--- config.mk ---
export PLATFORM = sky130hd
export DESIGN_NAME = mpio_decode
export DESIGN_NICKNAME = d
export VERILOG_FILES = /design/src/rtl/mpio_pkg.sv /design/src/rtl/mpio_addr_dec.sv /design/src/rtl/mpio_stat_byte.sv /design/src/rtl/mpio_irq_merge.sv /design/src/rtl/mpio_decode.sv
export SDC_FILE = /design/constraint.sdc
export NUM_CORES = 1
export LEC_CHECK = 0
export ABC_CLOCK_PERIOD_IN_PS = 1800
export BUFFER_PORTS_ARGS = -buffer_cell sky130_fd_sc_hd__buf_2
export CORE_MARGIN = 3
export CORE_UTILIZATION = 26
export CTS_CLUSTER_DIAMETER = 120
export DETAILED_ROUTE_END_ITERATION = 16
export PLACE_DENSITY = 0.8
export SYNTH_ARGS = -nofsm -noshare
export SYNTH_HDL_FRONTEND = slang
export SYNTH_SLANG_ARGS = --single-unit
--- constraint.sdc ---
create_clock -name clk -period 1.8 [get_ports clk]
set_input_delay 0.27 -clock clk [delete_from_list [all_inputs] [get_ports clk]]
set_output_delay 0.27 -clock clk [all_outputs]
set_load 0.1 [all_outputs]
--- src/rtl/mpio_pkg.sv ---
package mpio_pkg;

    localparam int ADDR_W   = 16;
    localparam int OFF_W    = 3;
    localparam int STAT_W   = 8;
    localparam logic [OFF_W-1:0] STAT_OFF = 3'd7;

    typedef struct packed {
        logic             hit;
        logic             to_stat;
        logic [OFF_W-1:0] off;
    } dec_t;

    // Number of low address bits covered by the whole window.
    function automatic int win_bits(input int nports);
        return $clog2(nports) + OFF_W;
    endfunction

    // Whether an in-window access at this offset goes to the status byte.
    function automatic logic routes_to_stat(input logic en, input logic [OFF_W-1:0] off);
        return en && (off == STAT_OFF);
    endfunction

endpackage

--- src/rtl/mpio_addr_dec.sv ---
module mpio_addr_dec
    import mpio_pkg::*;
#(
    parameter int NUM_PORTS = 8
) (
    input  logic [ADDR_W-1:0]  base,
    input  logic [ADDR_W-1:0]  addr,
    input  logic               stat_en,
    input  logic               rd,
    input  logic               wr,
    output logic [NUM_PORTS-1:0] sel,
    output logic [OFF_W-1:0]   off,
    output logic               stat_sel
);
    localparam int LOW   = win_bits(NUM_PORTS);
    localparam int IDX_W = $clog2(NUM_PORTS);

    dec_t             d;
    logic [IDX_W-1:0] idx;

    always_comb begin
        d.hit     = (rd || wr) && (addr[ADDR_W-1:LOW] == base[ADDR_W-1:LOW]);
        d.off     = addr[OFF_W-1:0];
        d.to_stat = routes_to_stat(stat_en, d.off);
        idx       = addr[LOW-1:OFF_W];
    end

    for (genvar g = 0; g < NUM_PORTS; g++) begin : g_sel
        assign sel[g] = d.hit && !d.to_stat && (idx == IDX_W'(g));
    end

    assign off      = d.off;
    assign stat_sel = d.hit && d.to_stat;

endmodule

--- src/rtl/mpio_stat_byte.sv ---
module mpio_stat_byte
    import mpio_pkg::*;
#(
    parameter int NUM_PORTS = 8
) (
    input  logic [NUM_PORTS-1:0] req,
    output logic [STAT_W-1:0]    stat
);
    for (genvar k = 0; k < STAT_W; k++) begin : g_bit
        if (k < NUM_PORTS) begin : g_live
            assign stat[k] = req[k];
        end else begin : g_zero
            assign stat[k] = 1'b0;
        end
    end
endmodule

--- src/rtl/mpio_irq_merge.sv ---
module mpio_irq_merge #(
    parameter int NUM_PORTS = 8
) (
    input  logic                 clk,
    input  logic                 rst,
    input  logic [NUM_PORTS-1:0] req,
    input  logic [NUM_PORTS-1:0] gate,
    input  logic                 stat_wr,
    output logic                 irq
);
    logic any_req;
    logic retrig;

    assign any_req = |(req & gate);
    assign retrig  = stat_wr && any_req;

    always_ff @(posedge clk) begin
        if (rst) irq <= 1'b0;
        else     irq <= any_req && !retrig;
    end
endmodule

--- src/rtl/mpio_decode.sv ---
module mpio_decode
    import mpio_pkg::*;
#(
    parameter int NUM_PORTS = 8
) (
    input  logic                 clk,
    input  logic                 rst,
    input  logic [15:0]          cfg_base,
    input  logic                 cfg_stat_en,
    input  logic [15:0]          bus_addr,
    input  logic                 bus_rd,
    input  logic                 bus_wr,
    input  logic [NUM_PORTS-1:0] port_irq,
    input  logic [NUM_PORTS-1:0] port_out2,
    output logic [NUM_PORTS-1:0] port_sel,
    output logic [2:0]           reg_off,
    output logic                 stat_sel,
    output logic [7:0]           stat_rdata,
    output logic                 irq_out
);
    mpio_addr_dec #(.NUM_PORTS(NUM_PORTS)) u_dec (
        .base     (cfg_base),
        .addr     (bus_addr),
        .stat_en  (cfg_stat_en),
        .rd       (bus_rd),
        .wr       (bus_wr),
        .sel      (port_sel),
        .off      (reg_off),
        .stat_sel (stat_sel)
    );

    mpio_stat_byte #(.NUM_PORTS(NUM_PORTS)) u_stat (
        .req  (port_irq),
        .stat (stat_rdata)
    );

    mpio_irq_merge #(.NUM_PORTS(NUM_PORTS)) u_irq (
        .clk     (clk),
        .rst     (rst),
        .req     (port_irq),
        .gate    (port_out2),
        .stat_wr (stat_sel && bus_wr),
        .irq     (irq_out)
    );
endmodule

==> impl_results.md, run 1 <==
- Final min period: 1920 ps
- Core area: 1380 sq um
- Crit. path cell count: 7
- Slew @ Worst Pin: 489 ps
- Hold buffers post-CTS: 0
- GRT overflow: 0
- Largest regs: u_irq.irq: 1 flops
- Starting DRT DRC Count: 6
- Number of global-route vias before repair: 576
- CP max stage cell: nor4_4
- Final TNS setup: -947 ps
- Cell leakage power: 0.495 nW
- WL final: 1720 um
- Setup CP Type: in2out
- Placer Congestion: 0.610
- Top cells by count, synth: 11 x buf_4, 7 x xnor2_1, 5 x nor4_1
- Outcome: finished, violations left
- Max reg flops: 1
- Hold Crit Endpoint: u_irq.irq
- Post-Syn Area per Cell: 7.53 sq um
- Synth Instances: 54
- Largest net degree at the start of global routing: 11
- Final Hold Vio Count: 0
- Peak supply drop: 0.141 mV
- Number of remaining DRC errors: 0
- P per Cell Area: 279 nW/um^2
- Synth cell types: 21
- Syn nets: 107
- Failing checks: setup timing
- Reg with most FFs: u_irq.irq
- Final setup vio count: 9
- Synth top area share: 0.203
- Synth async-reset ratio: 0
- Maxcap violations: 0
- Sequential area share after synthesis: 0.0492
- Synthesized flop and latch total: 1
- Global-route wire length before repair: 2220 um
- # rows: 13
- Top Family by Delay on Critical Path: simple AND/OR/NAND/NOR gates
- CP cell instances: buf_6 > xor2_2 > nor4_4 > nand4_4 > clkbuf_16 > nor4_4 > buf_12
- DRT Pass-1 Iters: 3
- Count leader, synth: buf_4
- Dominant synthesized flop cell: dfxtp_1
- Antenna-violating nets left: 0
- IO Count: 74
- Critical Path End Type: output port
- Starting Density: 0.294
- P&R area growth vs syn: 157%
- Die H: 45.5 um
- CP max stage delay: 330 ps
- Critical path launch point type: input port
- I/O Buffers: 67
- Area leader, netlist: buf_4
- Die area: 2070 sq um
- Avg WL per Cell: 13.5 um
- Main area contributors after synthesis: buf_4 20%, xnor2_1 15%, nor4_1 7.7%
- Period utilization: 1.06
- Die width: 45.5 um
- Setup WS pre-CTS: -137 ps
- Max Fclk: 522 MHz
- Via count: 635
- Max transition margin: 0.676
- CP most frequent cell: nor4_4
- Via/cell ratio: 4.96
- N_diodes: 0
- Power, Total: 0.291 mW
- Critical Path AT: 1650 ps
- Clock slew seen by the registers of the worst setup and hold paths: 0 ps
- CP Data Required Time: 1530 ps
- Ys Warns: 0
- Nets: 168
- RSZ-0062 raised after global routing: yes
- Post-synth EDFFs: 0
- Antenna violations before repair: 0
- GRT Overall Usage: 0.140
- Share of layout cells above drive strength 1: 0.761
- Hold Crit Class: in2reg
- Buffers plus inverters on the worst setup path: 3
- Post-DP HPWL: 1400 um
- Setup Buffers After CTS: 0
- WHS Path Cells: 3
- Worst hold start: rst
- CP max FO: 5
- Final worst-path setup slack: -117 ps
- FILL cells: 97
- Fin. max-slew vios: 0
- Cell area after synthesis: 407 sq um
==> how the worst max path moves through the flow <==
stage / startpoint / to
floorplan: cfg_base[9] / port_sel[2]
global route: cfg_base[11] / port_sel[5]
detailed placement: cfg_base[15] / port_sel[0]
global placement: cfg_base[15] / port_sel[4]
finish: cfg_base[11] / port_sel[5]
CTS: cfg_base[11] / port_sel[2]
==> metal layers <==
| layer | up-vias | part of all wire | GRT usage |
|---|---|---|---|
| met1 | 276 | 0.29 | 0.130 |
| met3 | 0 | 0.16 | 0.0395 |
| met2 | 44 | 0.55 | 0.304 |
| met4 | 0 | 0 | 0 |
| met5 | - | 0 | 0 |
| li1 | 315 | - | - |
==> area by class of cell <==
cell class	count	area, sq um	share of cell area
tap	15	18.8	0.0180
multi-input combinational	40	464	0.445
sequential	1	20.0	0.0192
timing repair buffer	71	537	0.514
inverter	1	3.75	0.00360
==> worst min-delay path, cell delays in order <==
cell,delay (ps)
buf_2,70
a41oi_1,30
o31a_1,100
==> layout by cell type (no fill, tap or decap), drive strengths merged, types with 2 or more instances in the layout <==
cell    synthesis  routed
buf            11      70
xor2            3       3
nor3            4       4
nor2            2       2
nand4           2       2
nor4            6       6
xnor2           7       7
nand2           2       2
a22oi           4       4
nand3b          3       3
or4b            2       2
==> cell families (layout without fill, tap and decap cells) <==
family	Yosys count	count (layout)	synth area share
compound gates	6	6	0.117
xor+xnor	10	10	0.215
buf+inv	13	72	0.222
flops	1	1	0.0492
simple gates	24	24	0.397
==> power breakdown <==
group | total [mW] | switching (mW) | internal, mW
Clock | 0 | 0 | 0
Sequential | 0.0246 | 0.000315 | 0.0243
Combinational | 0.267 | 0.183 | 0.0835
==> what timing repair did <==
item | CTS | global route
resized for setup | 1 | 2
setup endpoints to repair | 9 | 9
pin swaps | 3 | 2
cloned | 0 | 1
==> metrics by stage <==
| stage | hold WS, ps | instance area, sq um | instances | utilization |
|---|---|---|---|---|
| after global routing | 564 | 1040 | 128 | 0.755 |
| after CTS | 544 | 1000 | 127 | 0.725 |
| after detailed placement | 547 | 996 | 127 | 0.720 |
| after floorplan | 428 | 558 | 54 | - |
| final | 537 | 1040 | 128 | 0.755 |
| after global placement | 547 | 996 | 127 | 0.720 |
Note: power is estimated with default switching activity, not from simulation.
==> inputs of run 2 (changes only) <==
- PLACE_DENSITY: 0.8 -> 0.82
==> run 2 against run 1 <==
Compared with the run above:
- wire length is 0.29% lower
- setup slack better by 20 ps
- via count is 2.7% higher
- critical endpoint is now port_sel[2]
- sequential share of layout area hardly changed
- worst hold slack worse by 2.8 ps
- die area stayed put
- combinational power hardly changed
- global-route usage is 0.89 points higher
- critical path type unchanged
- the flow still finishes with violations (setup timing)
- design area is 0.72% higher
- sequential power hardly changed
- highest routed layer unchanged
- sequential cell count stayed put
- maximum frequency is 1.1% higher
==> impl_results.md, run 2 (synthesized netlist as in run 1, its figures left out) <==
- Outcome: finished, violations left
- Failing checks: setup timing
- DR top layer: met3
- Inst Count DP: 128
- Number of remaining DRC errors: 0
- Starting Density: 0.294
- Die area: 2070 sq um
- Die H: 45.5 um
- CP endpoint: port_sel[2]
- Final TNS setup: -763 ps
- Final min period: 1900 ps
- Via count: 652
- Avg WL per Cell: 13.3 um
- Final setup vio count: 9
- Met2 wire len: 974 um
- Critical Path AT: 1630 ps
- Cell leakage power: 0.500 nW
- Commonest non-fill, non-tap cell in the layout: buf_2
- Fin. max-slew vios: 0
- GRT Overall Usage: 0.149
- Antenna violations before repair: 0
- Period utilization: 1.05
- DRT Pass-1 Iters: 2
- Hold Crit Class: in2reg
- CP max FO: 5
- Met3 wire len: 230 um
- Core area: 1380 sq um
- GRT overflow: 0
- Nets: 169
- CP Data Required Time: 1530 ps
- IO Count: 74
- Setup Buffers After CTS: 0
- RSZ-0062 raised after global routing: yes
- Global-route wire length before repair: 2390 um
- Multi-input logic area: 464 sq um
- I/O Buffers: 67
- P&R area growth vs syn: 158%
- N_diodes: 0
- Slew @ Worst Pin: 488 ps
- Largest regs: u_irq.irq: 1 flops
- Reg with most FFs: u_irq.irq
- Register area: 20.0 sq um
- Die width: 45.5 um
- Final Hold Vio Count: 0
- Critical Path End Type: output port
- Post-DP HPWL: 1450 um
- Max transition margin: 0.677
- WL final: 1720 um
- Post-route non-filler standard cell count: 129
- Antenna-violating nets left: 0
- Starting DRT DRC Count: 3
- # rows: 13
- Number of global-route vias before repair: 593
- FILL cells: 97
- Share of layout cells above drive strength 1: 0.763
- Crit path from: cfg_base[13]
- Placer Congestion: 0.616
- Final worst-path setup slack: -96.6 ps
- Cell area after layout: 1050 sq um
- Via/cell ratio: 5.05
- Max Fclk: 527 MHz
- Metal-1 WL: 514 um
- Maxcap violations: 0
- Most frequent cells in the layout: 57 x buf_2, 10 x buf_12, 6 x nor4_4
- Setup CP Type: in2out
- Area after DPL: 1000 sq um
- Clock slew seen by the registers of the worst setup and hold paths: 0 ps
- Critical path launch point type: input port
- Fin util: 0.760
- Power, Total: 0.292 mW
- P per Cell Area: 277 nW/um^2
- Max reg flops: 1
- Largest net degree at the start of global routing: 11
- Peak supply drop: 0.137 mV
==> run 2: changes by cell type in the layout (fill, tap and decap cells not counted), sizes merged <==
cell and change:
buf +1
==> run 2: repair_timing <==
action,4_1_cts,5_1_grt
pin swaps,1,3
gates cloned,0,1
hold buffers,0,0
setup endpoints to repair,9,9
gates resized for setup,1,2
==> run 2: worst min-delay path by stage <==
| stage | from | end | slack, ps | cells past startpoint |
|---|---|---|---|---|
| 2_1_floorplan | rst | u_irq.irq | 430 | 2 |
| 3_3_place_gp | rst | u_irq.irq | 530 | 3 |
| 3_5_place_dp | rst | u_irq.irq | 530 | 3 |
| 4_1_cts | rst | u_irq.irq | 530 | 3 |
| 5_1_grt | rst | u_irq.irq | 560 | 3 |
| 6_report | rst | u_irq.irq | 530 | 3 |
==> run 2: final cells by class <==
| cell class | count | area share |
|---|---|---|
| timing repair buffer | 72 | 0.518 |
| sequential | 1 | 0.0190 |
| multi-input combinational | 40 | 0.442 |
| inverter | 1 | 0.00357 |
| tap | 15 | 0.0179 |
==> run 2: worst max-delay path: stages <==
cell and delay [ps]:
buf_2 110, xor2_2 180, nor4_4 300, nand4_4 160
clkbuf_16 200, nor4_4 180, buf_12 210
==> run 2: per-layer routing <==
metal,track usage,up-vias
met3,0.0316,0
met1,0.142,290
li1,-,318
met2,0.326,44
met4,0,0
met5,0,-
==> run 2: where the power goes <==
| part | internal, mW | switching [mW] |
|---|---|---|
| clock | 0 | 0 |
| combinational | 0.0843 | 0.183 |
| sequential | 0.0243 | 0.000295 |
| total | 0.109 | 0.183 |
==> run 2: through the flow <==
step,hold WS [ps],setup slack [ps]
2_1_floorplan,428,-874
3_3_place_gp,532,-108
3_5_place_dp,526,-129
4_1_cts,528,-113
5_1_grt,561,-170
6_report,534,-96.6
==> inputs of run 3 (changes only) <==
- ABC_CLOCK_PERIOD_IN_PS: 1800 -> 2200
- CORE_UTILIZATION: 26 -> 27
- PLACE_DENSITY: 0.82 -> 0.84
- clock period: 1.8 -> 2.2 ns (I/O delays scaled with it)
==> run 3 against run 2 <==
Compared with the run above:
- the flow now finishes without violations
- sequential share of layout area increased by 0.090 points
- wire length fell by 5.2%
- power shrank 21%
- via count is 0.31% lower
==> impl_results.md, run 3 (synthesized netlist as in run 1, its figures left out) <==
- Avg WL per Cell: 12.7 um
- Final Hold Vio Count: 0
- Post-DP HPWL: 1530 um
- Post-route non-filler standard cell count: 128
- Commonest non-fill, non-tap cell in the layout: buf_2
- Die H: 44.8 um
- Die area: 2010 sq um
- CP max stage cell: nor4_2
- Cell leakage power: 0.481 nW
- Top Family by Delay on Critical Path: simple AND/OR/NAND/NOR gates
- Reg with most FFs: u_irq.irq
- Share of layout cells above drive strength 1: 0.752
- Core area: 1350 sq um
- CP cell instances: buf_2 > xor2_1 > nor4_2 > nand4_4 > buf_12 > nor4_4 > buf_12
- Fin util: 0.743
- Starting DRT DRC Count: 0
- Peak supply drop: 0.146 mV
- Max transition margin: 0.677
- Largest net degree at the start of global routing: 11
- Critical Path AT: 1710 ps
- Post-cts sizing count: 0
- GRT Overall Usage: 0.157
- I/O Buffers: 67
- CP max FO: 10
- Max Fclk: 491 MHz
- Most frequent cells in the layout: 58 x buf_2, 10 x buf_12, 5 x nor4_4
- Starting Density: 0.301
- Hold Crit Endpoint: u_irq.irq
- Max reg flops: 1
- RSZ-0062 raised after global routing: no
- Via count: 650
- WL final: 1630 um
- Placer Congestion: 0.604
- CP Data Required Time: 1870 ps
- DRT Pass-1 Iters: 1
- Number of global-route vias before repair: 624
- CP most frequent cell: buf_12
- CP max stage delay: 370 ps
- Hold Crit Class: in2reg
- Antenna violations before repair: 0
- Setup Buffers After CTS: 0
- IO Count: 74
- Worst hold start: rst
- N_diodes: 0
- Largest regs: u_irq.irq: 1 flops
- Inst Count DP: 128
- Die width: 44.8 um
- Fin. max-slew vios: 0
- P&R area growth vs syn: 147%
- Antenna-violating nets left: 0
- Setup CP Type: in2out
- WHS Path Cells: 3
- Via/cell ratio: 5.08
- Number of remaining DRC errors: 0
- Final min period: 2040 ps
- Maxcap violations: 0
- Final setup vio count: 0
- Critical path launch point type: input port
- Clock slew seen by the registers of the worst setup and hold paths: 0 ps
- P per Cell Area: 230 nW/um^2
- Hold buffers post-CTS: 0
- Outcome: finished, final reports clean
- FILL cells: 104
- Buffers plus inverters on the worst setup path: 3
- Critical Path End Type: output port
- Period utilization: 0.926
- Global-route wire length before repair: 2440 um
- Nets: 168
- GRT overflow: 0
- Slew @ Worst Pin: 487 ps
- # rows: 13
## run 3: cell types whose count changed in the layout (fill, tap and decap cells not counted)
cell       delta
nor4_4        -1
buf_2         +1
xor2_2        -1
nor4_2        +1
xor2_1        +1
buf_6         -1
clkbuf_16     -1
## run 3: report_power, final
group / switching, mW / internal, mW
logic: 0.145 / 0.0652
clock network: 0 / 0
registers: 0.000258 / 0.0199
## run 3: per-stage QoR
step	worst slack, ps	power, mW	TNS [ps]	hold slack, ps	instance area (sq um)
2_1_floorplan	-594	0.176	-4250	488	558
3_3_place_gp	173	0.227	0	600	1000
3_5_place_dp	144	0.232	0	591	1000
4_1_cts	143	0.233	0	591	1000
5_1_grt	52.5	0.241	0	626	1000
6_report	163	0.231	0	588	1000
## run 3: per-layer routing
layer / GRT usage / vias to the layer above / routed length [um]
li1: - / 313 / -
met1: 0.121 / 294 / 378
met2: 0.375 / 43 / 967
met3: 0.0398 / 0 / 284
met4: 0 / 0 / 0
met5: 0 / - / 0
## run 3: worst max-delay path by stage
stage                       startpoint          end  slack [ps]  cells past startpoint
after global routing      cfg_base[15]  port_sel[7]          50                      7
after CTS                 cfg_base[15]  port_sel[1]         140                      7
after detailed placement  cfg_base[15]  port_sel[4]         140                      7
after global placement    cfg_base[15]  port_sel[1]         170                      7
final                     cfg_base[15]  port_sel[2]         160                      7
after floorplan            cfg_base[9]  port_sel[2]        -590                      3
## run 3: area by class of cell
cell class | count | area (sq um) | share of cell area
Inverter | 1 | 3.75 | 0.00374
Multi-Input combinational cell | 40 | 448 | 0.446
Sequential cell | 1 | 20.0 | 0.0200
Tap cell | 15 | 18.8 | 0.0187
Timing Repair Buffer | 71 | 513 | 0.511
